`config.mk`:
```
export PLATFORM = sky130hd
export DESIGN_NAME = irq_pend_tracker
export DESIGN_NICKNAME = d
export VERILOG_FILES = /design/src/rtl/irq_pend_pkg.sv /design/src/rtl/irq_sync.sv /design/src/rtl/irq_edge_detect.sv /design/src/rtl/irq_state_core.sv /design/src/rtl/irq_pend_tracker.sv
export SDC_FILE = /design/constraint.sdc
export NUM_CORES = 2
export LEC_CHECK = 0
export BUFFER_PORTS_ARGS = -buffer_cell sky130_fd_sc_hd__buf_2
export CAP_MARGIN = 10
export CELL_PAD_IN_SITES_DETAIL_PLACEMENT = 2
export CELL_PAD_IN_SITES_GLOBAL_PLACEMENT = 2
export CORE_MARGIN = 2
export CORE_UTILIZATION = 37
export DETAILED_ROUTE_END_ITERATION = 6
export HOLD_SLACK_MARGIN = 0.12
export PLACE_DENSITY_LB_ADDON = 0.1
export SYNTH_ARGS = -nofsm -noshare
export SYNTH_HDL_FRONTEND = slang
export SYNTH_SLANG_ARGS = --single-unit
```
`constraint.sdc`:
```
create_clock -name clk -period 12.2 [get_ports clk]
set_input_delay 3.66 -clock clk [delete_from_list [all_inputs] [get_ports clk]]
set_output_delay 3.66 -clock clk [all_outputs]
set_load 0.01 [all_outputs]
```
`src/rtl/irq_pend_pkg.sv`:
```
package irq_pend_pkg;
    localparam int PRIV_PER_CPU = 32;
    localparam int EDGE_AT_RESET = 16;

    typedef enum logic [2:0] {
        OP_NOP      = 3'd0,
        OP_EN_SET   = 3'd1,
        OP_EN_CLR   = 3'd2,
        OP_TRIG     = 3'd3,
        OP_TGT      = 3'd4,
        OP_PEND_SET = 3'd5,
        OP_PEND_CLR = 3'd6,
        OP_DONE     = 3'd7
    } cmd_op_e;
endpackage

```
`src/rtl/irq_sync.sv`:
```
module irq_sync #(
    parameter int W = 8
) (
    input  logic         clk,
    input  logic         rst_n,
    input  logic [W-1:0] raw_i,
    output logic [W-1:0] sync_o
);
    typedef struct packed {
        logic [W-1:0] s1;
        logic [W-1:0] s2;
    } sync_t;

    sync_t d, q;

    always_comb begin
        d    = q;
        d.s1 = raw_i;
        d.s2 = q.s1;
    end

    always_ff @(posedge clk) begin
        if (!rst_n) q <= '0;
        else        q <= d;
    end

    assign sync_o = q.s2;
endmodule

```
`src/rtl/irq_edge_detect.sv`:
```
module irq_edge_detect #(
    parameter int W = 8
) (
    input  logic [W-1:0] sync_i,
    input  logic [W-1:0] lvl_i,
    output logic [W-1:0] rise_o,
    output logic [W-1:0] fall_o
);
    for (genvar k = 0; k < W; k++) begin : g_cmp
        assign rise_o[k] = sync_i[k] & ~lvl_i[k];
        assign fall_o[k] = ~sync_i[k] & lvl_i[k];
    end
endmodule

```
`src/rtl/irq_state_core.sv`:
```
module irq_state_core
    import irq_pend_pkg::*;
#(
    parameter int N_SHARED = 32,
    parameter int N_CPU    = 2,
    localparam int NIRQ    = N_SHARED + PRIV_PER_CPU,
    localparam int NLINES  = N_SHARED + PRIV_PER_CPU * N_CPU,
    localparam int CPU_W   = (N_CPU > 1) ? $clog2(N_CPU) : 1,
    localparam int IRQ_W   = $clog2(NIRQ)
) (
    input  logic                  clk,
    input  logic                  rst_n,
    input  logic [NLINES-1:0]     rise_i,
    input  logic [NLINES-1:0]     fall_i,
    input  logic                  cmd_valid_i,
    input  logic [2:0]            cmd_op_i,
    input  logic [CPU_W-1:0]      cmd_cpu_i,
    input  logic [IRQ_W-1:0]      cmd_irq_i,
    input  logic [N_CPU-1:0]      cmd_arg_i,
    output logic [NLINES-1:0]     lvl_line_o,
    output logic [N_CPU*NIRQ-1:0] pend_o,
    output logic [N_CPU*NIRQ-1:0] en_o,
    output logic [N_CPU*NIRQ-1:0] lvl_o
);
    typedef struct packed {
        logic [NLINES-1:0]                lvl;
        logic [N_SHARED-1:0]              en_sh;
        logic [N_CPU*PRIV_PER_CPU-1:0]    en_pv;
        logic [NIRQ-1:0]                  trig;
        logic [N_SHARED*N_CPU-1:0]        tgt;
        logic [N_CPU*NIRQ-1:0]            pend;
    } state_t;

    state_t d, q;

    function automatic state_t reset_state();
        state_t r;
        r = '0;
        for (int i = 0; i < EDGE_AT_RESET; i++) begin
            r.trig[i] = 1'b1;
            for (int c = 0; c < N_CPU; c++) begin
                r.en_pv[c*PRIV_PER_CPU + i] = 1'b1;
            end
        end
        return r;
    endfunction

    always_comb begin
        int ci;
        int ii;
        int lidx;
        int sidx;
        logic priv;
        logic lvl_now;
        logic en_now;
        logic [N_CPU-1:0] tmask;

        d = q;
        ci = int'(cmd_cpu_i);
        ii = int'(cmd_irq_i);
        priv = (ii < PRIV_PER_CPU);
        sidx = 0;
        lidx = 0;
        lvl_now = 1'b0;
        en_now = 1'b0;
        tmask = '0;

        // Input events: level follows the synchronised line.
        for (int k = 0; k < NLINES; k++) begin
            if (rise_i[k]) d.lvl[k] = 1'b1;
            if (fall_i[k]) d.lvl[k] = 1'b0;
        end
        // Shared rises set pending in the target mask.
        for (int s = 0; s < N_SHARED; s++) begin
            if (rise_i[s] && (q.trig[PRIV_PER_CPU+s] || q.en_sh[s])) begin
                for (int c = 0; c < N_CPU; c++) begin
                    if (q.tgt[s*N_CPU + c]) d.pend[c*NIRQ + PRIV_PER_CPU + s] = 1'b1;
                end
            end
        end
        // Private rises touch only their own CPU.
        for (int c = 0; c < N_CPU; c++) begin
            for (int i = 0; i < PRIV_PER_CPU; i++) begin
                if (rise_i[N_SHARED + c*PRIV_PER_CPU + i]
                    && (q.trig[i] || q.en_pv[c*PRIV_PER_CPU + i])) begin
                    d.pend[c*NIRQ + i] = 1'b1;
                end
            end
        end

        // Commands act after input events, so a clear overrides a set.
        if (cmd_valid_i && ii < NIRQ && ci < N_CPU) begin
            sidx = priv ? 0 : ii - PRIV_PER_CPU;
            lidx = priv ? N_SHARED + ci*PRIV_PER_CPU + ii : sidx;
            lvl_now = d.lvl[lidx];
            en_now = priv ? q.en_pv[ci*PRIV_PER_CPU + ii] : q.en_sh[sidx];
            for (int c = 0; c < N_CPU; c++) begin
                tmask[c] = priv ? (c == ci) : q.tgt[sidx*N_CPU + c];
            end
            case (cmd_op_e'(cmd_op_i))
                OP_EN_SET: begin
                    if (priv) d.en_pv[ci*PRIV_PER_CPU + ii] = 1'b1;
                    else      d.en_sh[sidx] = 1'b1;
                    if (lvl_now && !q.trig[ii]) begin
                        for (int c = 0; c < N_CPU; c++) begin
                            if (tmask[c]) d.pend[c*NIRQ + ii] = 1'b1;
                        end
                    end
                end
                OP_EN_CLR: begin
                    if (priv) d.en_pv[ci*PRIV_PER_CPU + ii] = 1'b0;
                    else      d.en_sh[sidx] = 1'b0;
                end
                OP_TRIG: d.trig[ii] = cmd_arg_i[0];
                OP_TGT: begin
                    if (!priv) d.tgt[sidx*N_CPU +: N_CPU] = cmd_arg_i;
                end
                OP_PEND_SET: begin
                    for (int c = 0; c < N_CPU; c++) begin
                        if (tmask[c]) d.pend[c*NIRQ + ii] = 1'b1;
                    end
                end
                OP_PEND_CLR: begin
                    for (int c = 0; c < N_CPU; c++) begin
                        if (!priv || c == ci) d.pend[c*NIRQ + ii] = 1'b0;
                    end
                end
                OP_DONE: begin
                    if (!q.trig[ii] && en_now && lvl_now && tmask[ci]) begin
                        d.pend[ci*NIRQ + ii] = 1'b1;
                    end
                end
                default: ;
            endcase
        end
    end

    always_ff @(posedge clk) begin
        if (!rst_n) q <= reset_state();
        else        q <= d;
    end

    assign lvl_line_o = q.lvl;
    assign pend_o     = q.pend;

    for (genvar c = 0; c < N_CPU; c++) begin : g_cpu
        for (genvar i = 0; i < NIRQ; i++) begin : g_irq
            if (i < PRIV_PER_CPU) begin : g_priv
                assign en_o[c*NIRQ + i]  = q.en_pv[c*PRIV_PER_CPU + i];
                assign lvl_o[c*NIRQ + i] = q.lvl[N_SHARED + c*PRIV_PER_CPU + i];
            end else begin : g_shared
                assign en_o[c*NIRQ + i]  = q.en_sh[i - PRIV_PER_CPU];
                assign lvl_o[c*NIRQ + i] = q.lvl[i - PRIV_PER_CPU];
            end
        end
    end
endmodule

```
`src/rtl/irq_pend_tracker.sv`:
```
module irq_pend_tracker
    import irq_pend_pkg::*;
#(
    parameter int N_SHARED = 32,
    parameter int N_CPU    = 2,
    localparam int NIRQ    = N_SHARED + PRIV_PER_CPU,
    localparam int NLINES  = N_SHARED + PRIV_PER_CPU * N_CPU,
    localparam int CPU_W   = (N_CPU > 1) ? $clog2(N_CPU) : 1,
    localparam int IRQ_W   = $clog2(NIRQ)
) (
    input  logic                  clk,
    input  logic                  rst_n,
    input  logic [NLINES-1:0]     irq_lines_i,
    input  logic                  cmd_valid_i,
    input  logic [2:0]            cmd_op_i,
    input  logic [CPU_W-1:0]      cmd_cpu_i,
    input  logic [IRQ_W-1:0]      cmd_irq_i,
    input  logic [N_CPU-1:0]      cmd_arg_i,
    output logic [N_CPU*NIRQ-1:0] pend_o,
    output logic [N_CPU*NIRQ-1:0] en_o,
    output logic [N_CPU*NIRQ-1:0] lvl_o
);
    logic [NLINES-1:0] sync_w;
    logic [NLINES-1:0] lvl_line_w;
    logic [NLINES-1:0] rise_w;
    logic [NLINES-1:0] fall_w;

    irq_sync #(.W(NLINES)) u_sync (
        .clk    (clk),
        .rst_n  (rst_n),
        .raw_i  (irq_lines_i),
        .sync_o (sync_w)
    );

    irq_edge_detect #(.W(NLINES)) u_edge (
        .sync_i (sync_w),
        .lvl_i  (lvl_line_w),
        .rise_o (rise_w),
        .fall_o (fall_w)
    );

    irq_state_core #(.N_SHARED(N_SHARED), .N_CPU(N_CPU)) u_core (
        .clk         (clk),
        .rst_n       (rst_n),
        .rise_i      (rise_w),
        .fall_i      (fall_w),
        .cmd_valid_i (cmd_valid_i),
        .cmd_op_i    (cmd_op_i),
        .cmd_cpu_i   (cmd_cpu_i),
        .cmd_irq_i   (cmd_irq_i),
        .cmd_arg_i   (cmd_arg_i),
        .lvl_line_o  (lvl_line_w),
        .pend_o      (pend_o),
        .en_o        (en_o),
        .lvl_o       (lvl_o)
    );
endmodule

```
==> load_flow_metrics.sql <==
INSERT INTO impl_metrics (metric_group, metric, value, unit) VALUES
('synthesis', 'leading_post_synthesis_cells_by_instance_count', 'sky130_fd_sc_hd__dfxtp_1, sky130_fd_sc_hd__buf_4, sky130_fd_sc_hd__nor2_1', ''),
('synthesis', 'async_set_or_reset_register_ratio_after_synthesis', '0', ''),
('placement', 'placed_cell_area', '31900', 'um^2'),
('synthesis', 'dominantRegCellSynth', 'sky130_fd_sc_hd__dfxtp_1', ''),
('sta', 'period_needed', '8.87', 'ns'),
('clock_tree', 'clk_root_buffer_cell', 'sky130_fd_sc_hd__clkbuf_16', ''),
('detailed_routing', 'detailedRoute.firstPassIterationCount', '6', ''),
('sta', 'hold_violations', '0', ''),
('floorplan', 'initial_utilization', '0.372', ''),
('clock_tree', 'gates_resized_cts_repair', '0', ''),
('grt', 'grt-ovfl-total', '0', ''),
('synthesis', 'synth_area', '31600', 'um^2'),
('sta', 'timing.fmax', '113', 'MHz'),
('synthesis', 'synth_fp_nets', '3893', ''),
('clock_tree', 'clk-insertion-delay-late', '0.65', 'ns'),
('clock_tree', 'clkSlewWorstSetupHoldPaths', '0.06', 'ns'),
('power_and_ir_drop', 'power_density_cells', '147', 'nW/um^2'),
('floorplan', 'core_region_area', '85000', 'um^2'),
('sta', 'rsz0062_at_grt', 'false', ''),
('worst_setup_path', 'timing.critical_path.required', '12.76', 'ns'),
('sta', 'worst-slew-pin-transition', '1.28', 'ns'),
('final_layout', 'final_cell_utilization_of_the_core', '0.407', ''),
('synthesis', 'synth_cells', '3774', ''),
('run', 'drv_cap', '0', ''),
('power_and_ir_drop', 'power_switching_share', '0.271', ''),
('sta', 'post-route-period-util', '0.727', ''),
('worst_setup_path', 'setup.worst_path.start', 'cmd_irq_i[1]', ''),
('worst_setup_path', 'critical_path.startpoint_type', 'input port', ''),
('synthesis', 'synth-warning-count', '0', ''),
('clock_tree', 'clock_tree_from_tritoncts', 'built', ''),
('final_layout', 'layout.cell_area.non_filler', '34600', 'um^2'),
('grt', 'grt_start_max_net_pins', '149', ''),
('detailed_routing', 'vias', '30500', ''),
('clock_tree', 'htree_levels', '3', ''),
('floorplan', 'ioPinCount', '495', ''),
('grt', 'use_met1', '0.473', ''),
('clock_tree', 'ctsHoldBuffers', '0', ''),
('outcome', 'status', 'completed', ''),
('final_layout', 'final_layout_size_suffix_gt1_frac', '0.202', ''),
('floorplan', 'design.die.area', '87900', 'um^2'),
('synthesis', 'synth_seq_cells', '640', ''),
('placement', 'placedCellCount', '4786', ''),
('synthesis', 'post-synth-top-area-fraction', '0.405', ''),
('worst_setup_path', 'critPathBufInv', '2', ''),
('grt', 'groute.layer.met3.usage', '0.0673', ''),
('detailed_routing', 'post_drt_wl_per_cell', '33.8', 'um'),
('synthesis', 'synth_area_leaders', 'sky130_fd_sc_hd__dfxtp_1, sky130_fd_sc_hd__buf_4, sky130_fd_sc_hd__and2_1', ''),
('clock_tree', 'max-clock-path-buffers', '3', ''),
('sta', 'finalSetupViolations', '0', ''),
('synthesis', 'yosysSeqAreaShare', '0.405', ''),
('grt', 'grt_antenna_before_repair', '7', ''),
('power_and_ir_drop', 'cellInternalPower', '3.72', 'mW'),
('grt', 'busiest_grt_layer', 'met2', ''),
('hold_path', 'timing.hold.worst.class', 'reg -> reg', ''),
('worst_setup_path', 'timing.critical_path.to_type', 'flop', ''),
('power_and_ir_drop', 'total_switching_power', '1.38', 'mW'),
('sta', 'fin_worst_skew', '0.0250', 'ns'),
('grt', 'grt_pass1_vias', '31600', ''),
('detailed_routing', 'drtAntennaViolNets', '0', ''),
('placement', 'detailed_place_hpwl', '117000', 'um'),
('synthesis', 'synth.distinct_cells', '80', ''),
('final_layout', 'area_growth', '9.37', '%'),
('clock_tree', 'tritoncts.num_buffers', '75', ''),
('detailed_routing', 'drc', '0', ''),
('synthesis', 'synth-edff-count', '0', ''),
('final_layout', 'fillCellCount', '9499', ''),
('power_and_ir_drop', 'clockPowerShare', '0.480', ''),
('worst_setup_path', 'timing.setup.critical_path_class', 'in -> reg', ''),
('power_and_ir_drop', 'total_power', '5.10', 'mW'),
('clock_tree', 'clock_sink_count', '640', ''),
('worst_setup_path', 'crit_top_cell', 'sky130_fd_sc_hd__buf_4', '');
-- logic make-up (layout without fill, tap and decap cells) --
group / after synthesis / count (layout) / share of synthesized area
other cells: 0 / 3 / 0
simple gates: 1277 / 1277 / 0.206
xor+xnor: 2 / 2 / 0.000554
compound gates: 1063 / 1063 / 0.211
flops: 640 / 640 / 0.405
buf+inv: 688 / 692 / 0.132
fa+ha+maj: 8 / 8 / 0.00316
mux: 96 / 96 / 0.0422
-- cell type report --
cell class / instances / area [um^2] / share of cell area
inverters: 13 / 53.8 / 0.00155
clock inverters: 26 / 470 / 0.0136
diodes: 3 / 7.51 / 0.000217
repair buffers: 545 / 2910 / 0.0840
flip-flops and latches: 640 / 12800 / 0.370
clock buffers: 108 / 2150 / 0.0622
multi-input cells: 2446 / 14800 / 0.427
well taps: 1144 / 1430 / 0.0414
-- layer usage --
| layer | part of all wire | up-vias |
|---|---|---|
| li1 | - | 12900 |
| met1 | 0.41 | 15800 |
| met2 | 0.46 | 1477 |
| met3 | 0.072 | 406 |
| met4 | 0.054 | 8 |
| met5 | 0.00030 | - |
-- worst paths after layout --
check                                       end  cells past startpoint  slack, ns
setup / recovery   u_core.pend_o[60]$_SDFF_PN0_                     11       3.33
hold / removal      u_sync.sync_o[3]$_SDFF_PN0_                      1       0.43
setup reg to reg  u_core.pend_o[109]$_SDFF_PN0_                     10       7.86
hold reg to reg     u_sync.sync_o[3]$_SDFF_PN0_                      1       0.43
-- worst reg2reg max path, stage by stage, from the launching register on --
cell and delay [ns]:
sky130_fd_sc_hd__dfxtp_1 0.48, sky130_fd_sc_hd__nand3b_1 0.11, sky130_fd_sc_hd__a21boi_0 0.57, sky130_fd_sc_hd__o21ai_0 0.38, sky130_fd_sc_hd__a32oi_1 0.28, sky130_fd_sc_hd__nand4_1 0.22, sky130_fd_sc_hd__a2111oi_2 0.64, sky130_fd_sc_hd__and2_1 0.21
sky130_fd_sc_hd__buf_4 0.58, sky130_fd_sc_hd__and4_1 0.59, sky130_fd_sc_hd__o2bb2ai_1 0.20
-- cells in the final DEF (no fill, tap or decap), types with 28 or more instances in the layout --
master and n:
sky130_fd_sc_hd__and2_1 301, sky130_fd_sc_hd__dfxtp_1 640, sky130_fd_sc_hd__clkbuf_16 76, sky130_fd_sc_hd__buf_2 490
sky130_fd_sc_hd__o22ai_1 41, sky130_fd_sc_hd__a31oi_1 41, sky130_fd_sc_hd__o21bai_1 31, sky130_fd_sc_hd__nand2_1 216
sky130_fd_sc_hd__nor3b_1 66, sky130_fd_sc_hd__a211oi_1 69, sky130_fd_sc_hd__o21ai_0 303, sky130_fd_sc_hd__o311ai_0 32
sky130_fd_sc_hd__nand4_1 58, sky130_fd_sc_hd__o211ai_1 42, sky130_fd_sc_hd__nand3_1 94, sky130_fd_sc_hd__nor3_1 51
sky130_fd_sc_hd__buf_4 52, sky130_fd_sc_hd__mux2i_1 49, sky130_fd_sc_hd__a21oi_1 292, sky130_fd_sc_hd__nand2b_1 52
sky130_fd_sc_hd__nor2_1 349, sky130_fd_sc_hd__mux4_2 28
-- through the flow --
stage / setup WS [ns] / hold slack (ns)
after floorplan: 5.79 / 0.412
after global placement: 3.04 / 0.417
after detailed placement: 2.91 / 0.422
after CTS: 3.58 / 0.432
after global routing: 3.30 / 0.448
final: 3.33 / 0.430
-- power groups by stage --
stage	combinational, mW	sequential [mW]	clock (mW)
2_1_floorplan	0.289	2.20	0
3_3_place_gp	0.444	2.23	0
3_5_place_dp	0.457	2.23	0
4_1_cts	0.460	2.18	2.47
5_1_grt	0.492	2.19	2.55
6_report	0.472	2.18	2.45
Power figures use the tool's default switching activity.
